`config.mk`:
```
export PLATFORM = sky130hd
export DESIGN_NAME = ecp_ext_ctrl
export DESIGN_NICKNAME = d
export VERILOG_FILES = /design/src/rtl/ecp_ecr_pkg.sv /design/src/rtl/ecp_bus_decode.sv /design/src/rtl/ecp_ctrl_reg.sv /design/src/rtl/ecp_ack_edge.sv /design/src/rtl/ecp_byte_fifo.sv /design/src/rtl/ecp_ext_ctrl.sv
export SDC_FILE = /design/constraint.sdc
export NUM_CORES = 1
export LEC_CHECK = 0
export BUFFER_PORTS_ARGS = -buffer_cell sky130_fd_sc_hd__buf_2
export CORE_ASPECT_RATIO = 1.4
export CORE_MARGIN = 2
export CORE_UTILIZATION = 45
export CTS_BUF_LIST = sky130_fd_sc_hd__clkbuf_8
export DETAILED_ROUTE_END_ITERATION = 8
export PLACE_DENSITY_LB_ADDON = 0.12
export SYNTH_ARGS = -nofsm -noshare
export SYNTH_HDL_FRONTEND = slang
export SYNTH_SLANG_ARGS = --single-unit
```
`constraint.sdc`:
```
create_clock -name clk -period 2.85 [get_ports clk]
set_input_delay 0.57 -clock clk [delete_from_list [all_inputs] [get_ports clk]]
set_output_delay 0.57 -clock clk [all_outputs]
set_load 0.01 [all_outputs]
```
`src/rtl/ecp_ecr_pkg.sv`:
```
`timescale 1ns/1ps
package ecp_ecr_pkg;

  localparam int unsigned ECR_W = 8;

  typedef enum logic [2:0] {
    MODE_STD      = 3'b000,
    MODE_BIDIR    = 3'b001,
    MODE_FAST_SPP = 3'b010,
    MODE_FIFO     = 3'b011,
    MODE_ADDRDATA = 3'b100,
    MODE_RSV5     = 3'b101,
    MODE_TEST     = 3'b110,
    MODE_CONFIG   = 3'b111
  } ecr_mode_e;

  typedef struct packed {
    ecr_mode_e  mode;
    logic [2:0] spare;
  } ecr_cfg_t;

  // Builds the readback byte: mode, spare bits, full, empty.
  function automatic logic [ECR_W-1:0] ecr_pack(input ecr_cfg_t cfg,
                                                input logic full,
                                                input logic empty);
    return {cfg.mode, cfg.spare, full, empty};
  endfunction

  // Takes the writable upper six bits of a control write.
  function automatic ecr_cfg_t ecr_unpack(input logic [5:0] hi);
    ecr_cfg_t c;
    c.mode  = ecr_mode_e'(hi[5:3]);
    c.spare = hi[2:0];
    return c;
  endfunction

  // Only the FIFO mode retires bytes toward the peripheral.
  function automatic logic mode_drains(input ecr_mode_e m);
    return m == MODE_FIFO;
  endfunction

endpackage

```
`src/rtl/ecp_bus_decode.sv`:
```
`timescale 1ns/1ps
module ecp_bus_decode #(
  parameter int unsigned ADDR_W   = 3,
  parameter int unsigned FIFO_OFS = 0,
  parameter int unsigned CTRL_OFS = 2
) (
  input  logic [ADDR_W-1:0] bus_addr,
  input  logic              bus_wr,
  input  logic              bus_rd,
  output logic              fifo_wr,
  output logic              ctrl_wr,
  output logic              ctrl_rd,
  output logic              any_rd
);
  localparam logic [ADDR_W-1:0] FIFO_A = ADDR_W'(FIFO_OFS);
  localparam logic [ADDR_W-1:0] CTRL_A = ADDR_W'(CTRL_OFS);

  logic hit_fifo;
  logic hit_ctrl;

  assign hit_fifo = (bus_addr == FIFO_A);
  assign hit_ctrl = (bus_addr == CTRL_A);

  assign fifo_wr = bus_wr & hit_fifo;
  assign ctrl_wr = bus_wr & hit_ctrl;
  assign ctrl_rd = bus_rd & hit_ctrl;
  assign any_rd  = bus_rd;
endmodule

```
`src/rtl/ecp_ctrl_reg.sv`:
```
`timescale 1ns/1ps
module ecp_ctrl_reg
  import ecp_ecr_pkg::*;
(
  input  logic             clk,
  input  logic             rst_n,
  input  logic             ctrl_wr,
  input  logic             ctrl_rd,
  input  logic             any_rd,
  input  logic [5:0]       wdata_hi,
  input  logic             fifo_full,
  input  logic             fifo_empty,
  output ecr_cfg_t         cfg,
  output logic [ECR_W-1:0] rdata
);
  always_ff @(posedge clk) begin
    if (!rst_n) begin
      cfg <= '{mode: MODE_STD, spare: 3'b000};
    end else if (ctrl_wr) begin
      cfg <= ecr_unpack(wdata_hi);
    end
  end

  // The status bits are sampled live at the read edge.
  always_ff @(posedge clk) begin
    if (!rst_n) begin
      rdata <= '0;
    end else if (any_rd) begin
      rdata <= ctrl_rd ? ecr_pack(cfg, fifo_full, fifo_empty) : '0;
    end
  end
endmodule

```
`src/rtl/ecp_ack_edge.sv`:
```
`timescale 1ns/1ps
module ecp_ack_edge (
  input  logic clk,
  input  logic rst_n,
  input  logic ack,
  output logic rise
);
  logic ack_q;

  always_ff @(posedge clk) begin
    if (!rst_n) ack_q <= 1'b0;
    else        ack_q <= ack;
  end

  assign rise = ack & ~ack_q;
endmodule

```
`src/rtl/ecp_byte_fifo.sv`:
```
`timescale 1ns/1ps
module ecp_byte_fifo #(
  parameter int unsigned DATA_W = 8,
  parameter int unsigned DEPTH  = 16,
  parameter int unsigned PTR_W  = (DEPTH > 1) ? $clog2(DEPTH) : 1,
  parameter int unsigned CNT_W  = $clog2(DEPTH + 1)
) (
  input  logic              clk,
  input  logic              rst_n,
  input  logic              push_req,
  input  logic [DATA_W-1:0] push_data,
  input  logic              pop_req,
  output logic [DATA_W-1:0] head,
  output logic [CNT_W-1:0]  count,
  output logic              full,
  output logic              empty,
  output logic              pop_ok,
  output logic              overrun
);
  logic [DATA_W-1:0] mem [DEPTH];
  logic [PTR_W-1:0]  rd_ptr;
  logic [PTR_W-1:0]  wr_ptr;
  logic              push_ok;

  function automatic logic [PTR_W-1:0] wrap_inc(input logic [PTR_W-1:0] p);
    return (p == PTR_W'(DEPTH - 1)) ? '0 : p + PTR_W'(1);
  endfunction

  assign full    = (count == CNT_W'(DEPTH));
  assign empty   = (count == '0);
  // Fullness is judged before this cycle's pop, so a push into a full FIFO drops.
  assign push_ok = push_req & ~full;
  assign pop_ok  = pop_req & ~empty;
  assign head    = mem[rd_ptr];

  always_ff @(posedge clk) begin
    if (push_ok) mem[wr_ptr] <= push_data;
  end

  always_ff @(posedge clk) begin
    if (!rst_n) begin
      rd_ptr  <= '0;
      wr_ptr  <= '0;
      count   <= '0;
      overrun <= 1'b0;
    end else begin
      if (push_ok) wr_ptr <= wrap_inc(wr_ptr);
      if (pop_ok)  rd_ptr <= wrap_inc(rd_ptr);
      unique case ({push_ok, pop_ok})
        2'b10:   count <= count + CNT_W'(1);
        2'b01:   count <= count - CNT_W'(1);
        default: count <= count;
      endcase
      if (push_req & full) overrun <= 1'b1;
    end
  end
endmodule

```
`src/rtl/ecp_ext_ctrl.sv`:
```
`timescale 1ns/1ps
module ecp_ext_ctrl
  import ecp_ecr_pkg::*;
#(
  parameter int unsigned ADDR_W   = 3,
  parameter int unsigned FIFO_OFS = 0,
  parameter int unsigned CTRL_OFS = 2,
  parameter int unsigned DEPTH    = 16
) (
  input  logic              clk,
  input  logic              rst_n,
  input  logic [ADDR_W-1:0] bus_addr,
  input  logic              bus_wr,
  input  logic              bus_rd,
  input  logic [ECR_W-1:0]  bus_wdata,
  output logic [ECR_W-1:0]  bus_rdata,
  input  logic              per_ack,
  output logic [ECR_W-1:0]  per_data,
  output logic              per_valid,
  output logic              fifo_overrun
);
  localparam int unsigned CNT_W = $clog2(DEPTH + 1);

  // Named internal events, observed by the bound checker.
  logic             push_req;
  logic             ctrl_wr;
  logic             ctrl_rd;
  logic             any_rd;
  logic             ack_rise;
  logic             pop_req;
  logic             pop_evt;
  logic [CNT_W-1:0] fifo_count;
  logic             fifo_full;
  logic             fifo_empty;
  logic [ECR_W-1:0] fifo_head;
  ecr_cfg_t         cfg;
  logic [2:0]       cur_mode;

  ecp_bus_decode #(
    .ADDR_W  (ADDR_W),
    .FIFO_OFS(FIFO_OFS),
    .CTRL_OFS(CTRL_OFS)
  ) u_decode (
    .bus_addr(bus_addr),
    .bus_wr  (bus_wr),
    .bus_rd  (bus_rd),
    .fifo_wr (push_req),
    .ctrl_wr (ctrl_wr),
    .ctrl_rd (ctrl_rd),
    .any_rd  (any_rd)
  );

  ecp_ctrl_reg u_ctrl (
    .clk       (clk),
    .rst_n     (rst_n),
    .ctrl_wr   (ctrl_wr),
    .ctrl_rd   (ctrl_rd),
    .any_rd    (any_rd),
    .wdata_hi  (bus_wdata[7:2]),
    .fifo_full (fifo_full),
    .fifo_empty(fifo_empty),
    .cfg       (cfg),
    .rdata     (bus_rdata)
  );

  ecp_ack_edge u_ack (
    .clk  (clk),
    .rst_n(rst_n),
    .ack  (per_ack),
    .rise (ack_rise)
  );

  assign cur_mode = cfg.mode;
  assign pop_req  = ack_rise & mode_drains(cfg.mode);

  ecp_byte_fifo #(
    .DATA_W(ECR_W),
    .DEPTH (DEPTH),
    .CNT_W (CNT_W)
  ) u_fifo (
    .clk      (clk),
    .rst_n    (rst_n),
    .push_req (push_req),
    .push_data(bus_wdata),
    .pop_req  (pop_req),
    .head     (fifo_head),
    .count    (fifo_count),
    .full     (fifo_full),
    .empty    (fifo_empty),
    .pop_ok   (pop_evt),
    .overrun  (fifo_overrun)
  );

  assign per_valid = ~fifo_empty & mode_drains(cfg.mode);
  assign per_data  = per_valid ? fifo_head : '0;
endmodule

```
Word level (Yosys, flattened, before mapping)
Memory sizes are Yosys's and may differ from the RTL's. A register that Yosys moved wholly into a read port is not among the register bits. Cells that the tools add are included.

Output and inout port bits: 18. Word-level logic and storage cells: 44. Bits in writable memories: 128. Register bits: 29. Input bits: 16. Memories: 1.

Memory list: u_fifo.mem (depth 16, width 8, rd ports 1, clocked after Yosys merged registers in 1, write ports 1, RTL line ecp_byte_fifo.sv:20) `logic [DATA_W-1:0] mem [DEPTH];`.

Muxes and demuxes: 9. Equal/unequal tests: 7. Bitwise logic cells: 12. Reductions and logical operators: 3. Add/sub/neg operators: 4.

Operators with widths (count): 4-bit two-way mux (4); 8-bit two-way mux (2); 5-bit case mux with 2 select lines (1); 1-bit AND (9); 4-bit by 1-bit adder with 4-bit output, second input constant (2); 4-bit == test, second input constant (2); 3-bit by 2-bit == test with 1-bit output, second input constant (2); 5-bit by 1-bit adder with 5-bit output, second input constant (1); 5-bit == test, second input constant (1); 5-bit zero test (1); 5-bit by 1-bit subtractor with 5-bit output, second input constant (1); 3-bit zero test (1); 1-bit inverter (3); 2-bit by 1-bit == test with 1-bit output, second input constant (1); 2-bit == test, second input constant (1); 1-bit two-way mux (2); 2-bit nonzero test (1).

Logic depth before layout (Yosys ltp)
Gate-level depths: netlist of the first run.

Depth after elaboration: 6. Depth in mapped cells: 12. Gate-level depth less buffers: 10.

Hierarchy
From an unflattened synthesis of the first run, not the netlist that was laid out.

Cell total of the unflattened synthesis: 400. Area total of the unflattened synthesis: 6646.4 um^2.

By module, submodules not included: ecp_byte_fifo (cells an instance 333, area each 5935.7 um^2, instances 1, sequential area each 4204.0 um^2); ecp_ctrl_reg (cells an instance 49, area each 545.5 um^2, instances 1, sequential area each 280.3 um^2); ecp_ext_ctrl (cells an instance 11, area each 77.6 um^2, instances 1, sequential area each 0.0 um^2); ecp_bus_decode (cells an instance 4, area each 47.5 um^2, instances 1, sequential area each 0.0 um^2); ecp_ack_edge (cells an instance 3, area each 40.0 um^2, instances 1, sequential area each 20.0 um^2).

Worst setup path after synthesis of the first run
Ideal clock, no wire load.

Path kind: input -> register. From: in bus_addr[1]. To: reg u_fifo.count[2]. Arrival time: 2.840 ns. Setup slack: -0.105 ns. Stages on the path: 11. Buffers on the path: 1. Library setup time: 0.115 ns. Data required time: 2.735 ns. Cells stage by stage: or4b_4 a21oi_4 inv_1 ha_1 clkbuf_1 xor2_1 ha_1 nor3b_1 mux2i_1 and3_1 o21a_1.

Longest elaborated chain between the ends: 5. Elaborated cells on any way between the ends: 7. Those cells by class: eq/ne: 2; mux: 1; bitwise: 2; reduce/logical: 2.

Ends and longest elaborated chain: from (decl) (RTL line ecp_ext_ctrl.sv:12) `input logic [ADDR_W-1:0] bus_addr,`; 3-bit zero test * (RTL line ecp_bus_decode.sv:21) `assign hit_fifo = (bus_addr == FIFO_A);`; 1-bit AND * (RTL line ecp_bus_decode.sv:24) `assign fifo_wr = bus_wr & hit_fifo;`; 1-bit AND * (RTL line ecp_byte_fifo.sv:32) `assign push_ok = push_req & ~full;`; 2-bit by 1-bit == test with 1-bit output or 2-bit == test (tied branches) (RTL line ecp_byte_fifo.sv:49) `unique case ({push_ok, pop_ok})`; 5-bit case mux with 2 select lines or 2-bit nonzero test (tied branches); to (signal assigned) (RTL line ecp_byte_fifo.sv:50) `2'b10: count <= count + CNT_W'(1);`; to (signal assigned) (RTL line ecp_byte_fifo.sv:51) `2'b01: count <= count - CNT_W'(1);`; to (signal assigned) (RTL line ecp_byte_fifo.sv:52) `default: count <= count;`; to (decl) (RTL line ecp_byte_fifo.sv:14) `output logic [CNT_W-1:0] count,`.

Every way passes the cells marked *; elsewhere a longest branch is shown, timed or not. A chain may end at the register's enable or synchronous reset.

==> results.toml, run 1 <==
[outcome]
status = "complete, but fails checks"
failed_checks = "setup timing"

[yosys]
synth.most_common_cell = "edfxtp_1"
syn_area_um2 = 6610
syn_nets = 401
synth-edff-count = 128
yosys-top-cells-count = "128 x edfxtp_1, 40 x mux4_2, 33 x dfxtp_1"
synth_compound_area_share_pct = 3.748
ys.flop_type = "edfxtp_1"
muxShareOfSynthArea_pct = 15.29
synthDominantCellAreaShare_pct = 58.15
synth_area_leader_cell = "edfxtp_1"
async_reset_ff_share_pct = 0
avgSynthCellArea_um2 = 17.53
synth-adder-area-share_pct = 1.514
synth-simple-area-share_pct = 8.499
synth_area_leaders = "edfxtp_1 58%, mux4_2 14%, dfxtp_1 10%, nor2b_1 2.7%, mux2i_1 1.7%"
ys_seq_area_share_pct = 68.14
synth_cell_types = 52
synth-seq-cells = 161
synthXorXnorAreaFrac_pct = 0.6625
synth_top_family_by_area = "multiplexers"
synth_cells = 377
yosysWarningCount = 0

[global_routing]
grt_pass1_vias = 3697
met2_usage_pct = 32.98
grt_pass1_wl_um = 20980
grt_usage_pct = 18.33
antenna_found_initial = 0
met3_usage_pct = 4.630
grt_max_degree = 40
globalRoute.busiestLayer = "met2"
grtUsageMet1_pct = 21.58
grt_overflow = 0

[detailed_routing]
drc = 0
drtAntennaViolNets = 0
dr_total_vias = 3485
wirelength_um = 13240
wire_per_inst_um = 20.55
via_per_inst = 5.411
drt_iter0_drc = 199
drt_pass1_iterations = 4

[clocking]
hold_buffers = 0
clkLatencyLatePin_ns = 0.44
path_clk_slew_ns = 0.09
cts_tree = "built"
cts_made_buffers = 17
clock-sinks = 161
root_buffer = "clkbuf_8"
clock_path_buffers = 2
htree_levels = 4

[floorplanning]
core_area_um2 = 14440
die_w_um = 106.4
initial_core_util_pct = 45.76
row_count = 52
die_area_um2 = 15690
die_y_um = 147.4
ios = 34

[worst_setup_path]
path_delay_family = "multiplexers"
crit_arrival_ns = 2.36
max_stage_delay_ns = 0.53
r2r_start = "u_fifo.count[1]"
crit_path_frequent_cell = "mux4_2"
critPathSlowestCell = "mux4_2"
r2r-end = "u_fifo.count[3]"
critPathLaunchType = "flop"
critPathKind = "flop to primary output"
worstPathCellList = "buf_12 > mux4_2 > mux4_2 > nor2b_1 > buf_2"
critPathBufInv = 2
cp-end-kind = "primary output"
cp.required_ns = 2.28
crit_path_max_fanout = 8
reg2regPathDepth = 9
r2r_slack_ns = 0.26

[min_path]
hp-start = "per_ack"
hold_path.class = "input port to flop"
holdPathEnd = "u_ack.ack_q"
hold_path_depth = 2

[pwr]
intPower_w = 0.003353
power_leakage_nw = 2.490
switchingPower_w = 0.0009116
switching_share_pct = 21.38
clkPwrFrac_pct = 38.4
powerDensity_nw_per_um2 = 560.8
p_comb_share_pct = 2.0
p_seq_share_pct = 59.5
peakVddDrop_mv = 0.2728

[run]
cap_violations = 0

[timing]
setup_ws_ns = -0.08442
period_share_pct = 103.0
rsz0062_at_grt = "yes"
setup_viol = 8
min_period_ns = 2.934
timing.final.max_slew_violations = 0
skew_ns = 0.01079
fmax_mhz = 340.8
slew_headroom_pct = 53.29
hold_violations = 0
worst_pin_slew_ns = 0.6988

[placed_design]
dpl.hpwl_um = 8648
gp_congestion = 0.7878
portBuffers = 33
place_inst = 610
post-place-ws_ns = -0.06749

[cells_and_area]
final_layout_size_suffix_gt1_share_pct = 33.19
final_core_util_pct = 52.65
area_growth_pct = 15.05
final.fill_count = 1214
instances_no_fill = 644
fin_nets = 466
num_antenna_cells = 0
-- worst register-to-register path, delay by kind of cell (launching register included) --
| family | cells | cell delay (ns) |
|---|---|---|
| compound gates | 3 | 0.45 |
| flops | 1 | 0.52 |
| simple gates | 4 | 1.12 |
| fa+ha+maj | 1 | 0.28 |
| buf+inv | 1 | 0.18 |
-- state kept, by name, summed over array words and instances (netlist names), named ones only --
register	count
u_fifo.mem	128
u_ctrl.rdata	8
u_fifo.rd_ptr	4
u_fifo.wr_ptr	4
u_ack.ack_q	1
u_ctrl.cfg	6
u_fifo.overrun	1
u_fifo.count	5
-- per-stage QoR --
stage	hold slack (ns)	cell area, um2	total power, W	setup TNS, ns
finish	0.3486	7605	0.004265	-0.4737
floorplan	0.4836	6619	0.002629	0
CTS	0.3190	7655	0.004303	-1.446
detailed placement	0.4865	7164	0.002681	-0.08395
global placement	0.4746	7164	0.002678	0
global route	0.3214	7605	0.004417	-1.282
-- worst max-delay path by stage --
| stage | startpoint | endpoint | slack [ns] | cells after the start |
|---|---|---|---|---|
| 5_1_grt | flop | per_data[5] | -0.18 | 5 |
| 6_report | flop | per_data[4] | -0.08 | 5 |
| 3_5_place_dp | bus_addr[1] | u_fifo.count[4] | -0.07 | 11 |
| 4_1_cts | flop | per_data[2] | -0.20 | 6 |
| 2_1_floorplan | bus_addr[1] | u_fifo.count[2] | 0.001 | 11 |
| 3_3_place_gp | bus_addr[1] | u_fifo.count[2] | 0.05 | 11 |
-- area by class of cell --
cell class	instances	area (um2)	share of cell area (%)
clock buffer	17	234.0	3.077
clock inverter	15	158.9	2.089
inverter	6	22.52	0.2962
multi-input combinational	189	1974	25.96
sequential	161	4508	59.28
tap	189	236.5	3.110
timing repair buffer	67	470.5	6.186
-- cell families (layout without fill, tap and decap cells) --
logic type | count (synthesis) | count (layout)
AO/OA/AOI/OAI | 32 | 32
XOR/XNOR | 5 | 5
buffers and inverters | 27 | 105
multiplexers | 51 | 51
AND/OR/NAND/NOR | 93 | 93
flip-flops | 161 | 161
adder cells (fa/ha/maj) | 8 | 8
-- placed cells by master (no fill, tap or decap), types with 6 or more instances in the layout --
| master | n |
|---|---|
| a22oi_1 | 8 |
| mux4_2 | 40 |
| buf_4 | 30 |
| ha_1 | 8 |
| mux2i_1 | 11 |
| inv_1 | 6 |
| nor2_1 | 16 |
| buf_2 | 33 |
| dfxtp_1 | 32 |
| nand2_1 | 12 |
| and2_1 | 6 |
| edfxtp_1 | 128 |
| nor2b_1 | 29 |
| clkbuf_8 | 17 |
-- layer usage --
metal	part of all wire (%)	wire, um	vias to the layer above
met5	0	0	-
met2	55	7298	63
li1	-	-	1616
met3	3.2	425	10
met4	1.1	139	0
met1	41	5372	1796
-- power by group through the flow --
stage          Combinational (W)  Clock [W]  Sequential [W]
5_1_grt                0.0000968    0.00178         0.00254
3_3_place_gp           0.0000853          0         0.00259
3_5_place_dp           0.0000881          0         0.00259
2_1_floorplan          0.0000360          0         0.00259
6_report               0.0000868    0.00164         0.00254
4_1_cts                0.0000888    0.00168         0.00254
-- what timing repair did --
action	CTS	global route
endpoints found under the hold margin	0	0
pin swaps	0	0
resized for setup	3	1
setup buffers	2	0
endpoints found under the setup margin	8	9
gates cloned	2	0
(Power assumes the default switching activity.)
==> run 2: changes to the inputs <==
==> constraint.sdc (replaced) <==
create_clock -name clk -period 3.3 [get_ports clk]
set_input_delay 0.66 -clock clk [delete_from_list [all_inputs] [get_ports clk]]
set_output_delay 0.66 -clock clk [all_outputs]
set_load 0.01 [all_outputs]
==> results.toml, run 2 (same netlist as run 1, synthesis figures left out) <==
[worst_setup_path]
path_delay_family = "multiplexers"
crit_arrival_ns = 2.43
worstPathCellList = "buf_12 > mux4_2 > mux4_2 > nor2b_1 > buf_2"
r2r-end = "u_fifo.count[3]"
cp-end-kind = "primary output"
cp.required_ns = 2.64
crit_path_frequent_cell = "mux4_2"
max_stage_delay_ns = 0.56
r2r_start = "u_fifo.count[1]"
r2r_slack_ns = 0.54
crit_path_max_fanout = 26
critPathLaunchType = "flop"
reg2regPathDepth = 10
critPathKind = "flop to primary output"
critPathBufInv = 2
critPathSlowestCell = "mux4_2"

[cells_and_area]
largest_registers = "u_fifo.mem (128), u_ctrl.rdata (8), u_ctrl.cfg (6)"
area_growth_pct = 13.00
fin_nets = 454
num_antenna_cells = 0
final_cell_mix = "128 x edfxtp_1, 40 x mux4_2, 33 x buf_2"
final_layout_size_suffix_gt1_share_pct = 31.15
largest_reg_flops = 128
top_register = "u_fifo.mem"
final_common_cell = "edfxtp_1"

[clocking]
cts_made_buffers = 17
clock_path_buffers = 2
cts_tree = "built"
htree_levels = 4
clock-sinks = 161
post_cts.repair.setup_buffers = 0
root_buffer = "clkbuf_8"
path_clk_slew_ns = 0.09
hold_buffers = 0
cts-resized-gates = 0
clkLatencyLatePin_ns = 0.44

[pwr]
powerDensity_nw_per_um2 = 495.5
peakVddDrop_mv = 0.2512
power_leakage_nw = 2.438

[detailed_routing]
drt_iter0_drc = 162
drc = 0
drtAntennaViolNets = 0
dr_total_vias = 3365
wirelength_um = 12260
wire_per_inst_um = 19.39
via_per_inst = 5.324
drt_pass1_iterations = 4

[timing]
timing.final.max_slew_violations = 0
setup_ws_ns = 0.2092
skew_ns = 0.01042
fmax_mhz = 323.5
setup_viol = 0
hold_violations = 0
worst_pin_slew_ns = 0.7433
hold_ws_ns = 0.4307
rsz0062_at_grt = "no"
min_period_ns = 3.091
slew_headroom_pct = 50.32
period_share_pct = 93.66
final.setup.tns_ns = 0

[global_routing]
grt_pass1_wl_um = 19910
grt_usage_pct = 17.24
antenna_found_initial = 0
grt_overflow = 0
grt_max_degree = 40
grt_pass1_vias = 3570

[floorplanning]
die_y_um = 147.4
core_area_um2 = 14440
die_w_um = 106.4
row_count = 52
die_area_um2 = 15690
initial_core_util_pct = 45.76
ios = 34

[min_path]
hp-start = "per_ack"
holdPathEnd = "u_ack.ack_q"
hold_path.class = "input port to flop"
hold_path_depth = 2

[run]
cap_violations = 0

[placed_design]
portBuffers = 33
dpl.hpwl_um = 8540
gp_congestion = 0.7567
post-place-ws_ns = 0.2654

[outcome]
status = "completed"
==> run 2: cell types whose count changed in the layout (fill, tap and decap cells not counted), moves of 2 or more <==
| cell | previous run | this run |
|---|---|---|
| clkinv_4 | 3 | 1 |
| buf_12 | 4 | 1 |
| inv_4 | 0 | 5 |
| clkinvlp_4 | 3 | 0 |
| buf_4 | 30 | 21 |
==> run 2: metal layers <==
layer	up-vias	part of all wire, %	global-route usage (%)
li1	1582	-	-
met1	1700	40	20.19
met2	75	55	31.41
met3	8	3.2	3.924
met4	0	1.3	5.260
met5	-	0	0
==> run 2: metrics by stage <==
| stage | std cells | util, % | area (um2) | total power (W) |
|---|---|---|---|---|
| floorplan | 377 | - | 6610 | 0.002270 |
| global placement | 600 | 48.96 | 7072 | 0.002308 |
| detailed placement | 600 | 48.96 | 7072 | 0.002311 |
| CTS | 632 | 51.72 | 7470 | 0.003742 |
| global route | 632 | 51.72 | 7470 | 0.003831 |
| finish | 632 | 51.72 | 7470 | 0.003701 |
==> run 2: report_power, final <==
part / switching, W / total [W] / internal, W
registers: 0.00000391 / 0.00219 / 0.00219
clock network: 0.000731 / 0.00144 / 0.000708
logic: 0.0000455 / 0.0000701 / 0.0000246
total: 0.000780 / 0.00370 / 0.00292
==> run 2: area by class of cell <==
type	instances	area [um2]
Clock inverter	14	150.1
Timing Repair Buffer	55	342.8
Sequential cell	161	4506
Tap cell	189	236.5
Multi-Input combinational cell	189	1964
Inverter	6	22.52
Fill cell	1210	6974
Clock buffer	18	247.7
==> run 2: worst max-delay path by stage <==
stage | from | end | slack, ns | cells after the start
CTS | flop | per_data[7] | 0.14 | 5
floorplan | bus_addr[1] | u_fifo.count[2] | 0.26 | 11
global route | flop | per_data[7] | 0.08 | 5
finish | flop | per_data[7] | 0.21 | 5
detailed placement | bus_addr[1] | u_fifo.count[2] | 0.27 | 11
global placement | bus_addr[1] | u_fifo.count[2] | 0.38 | 11
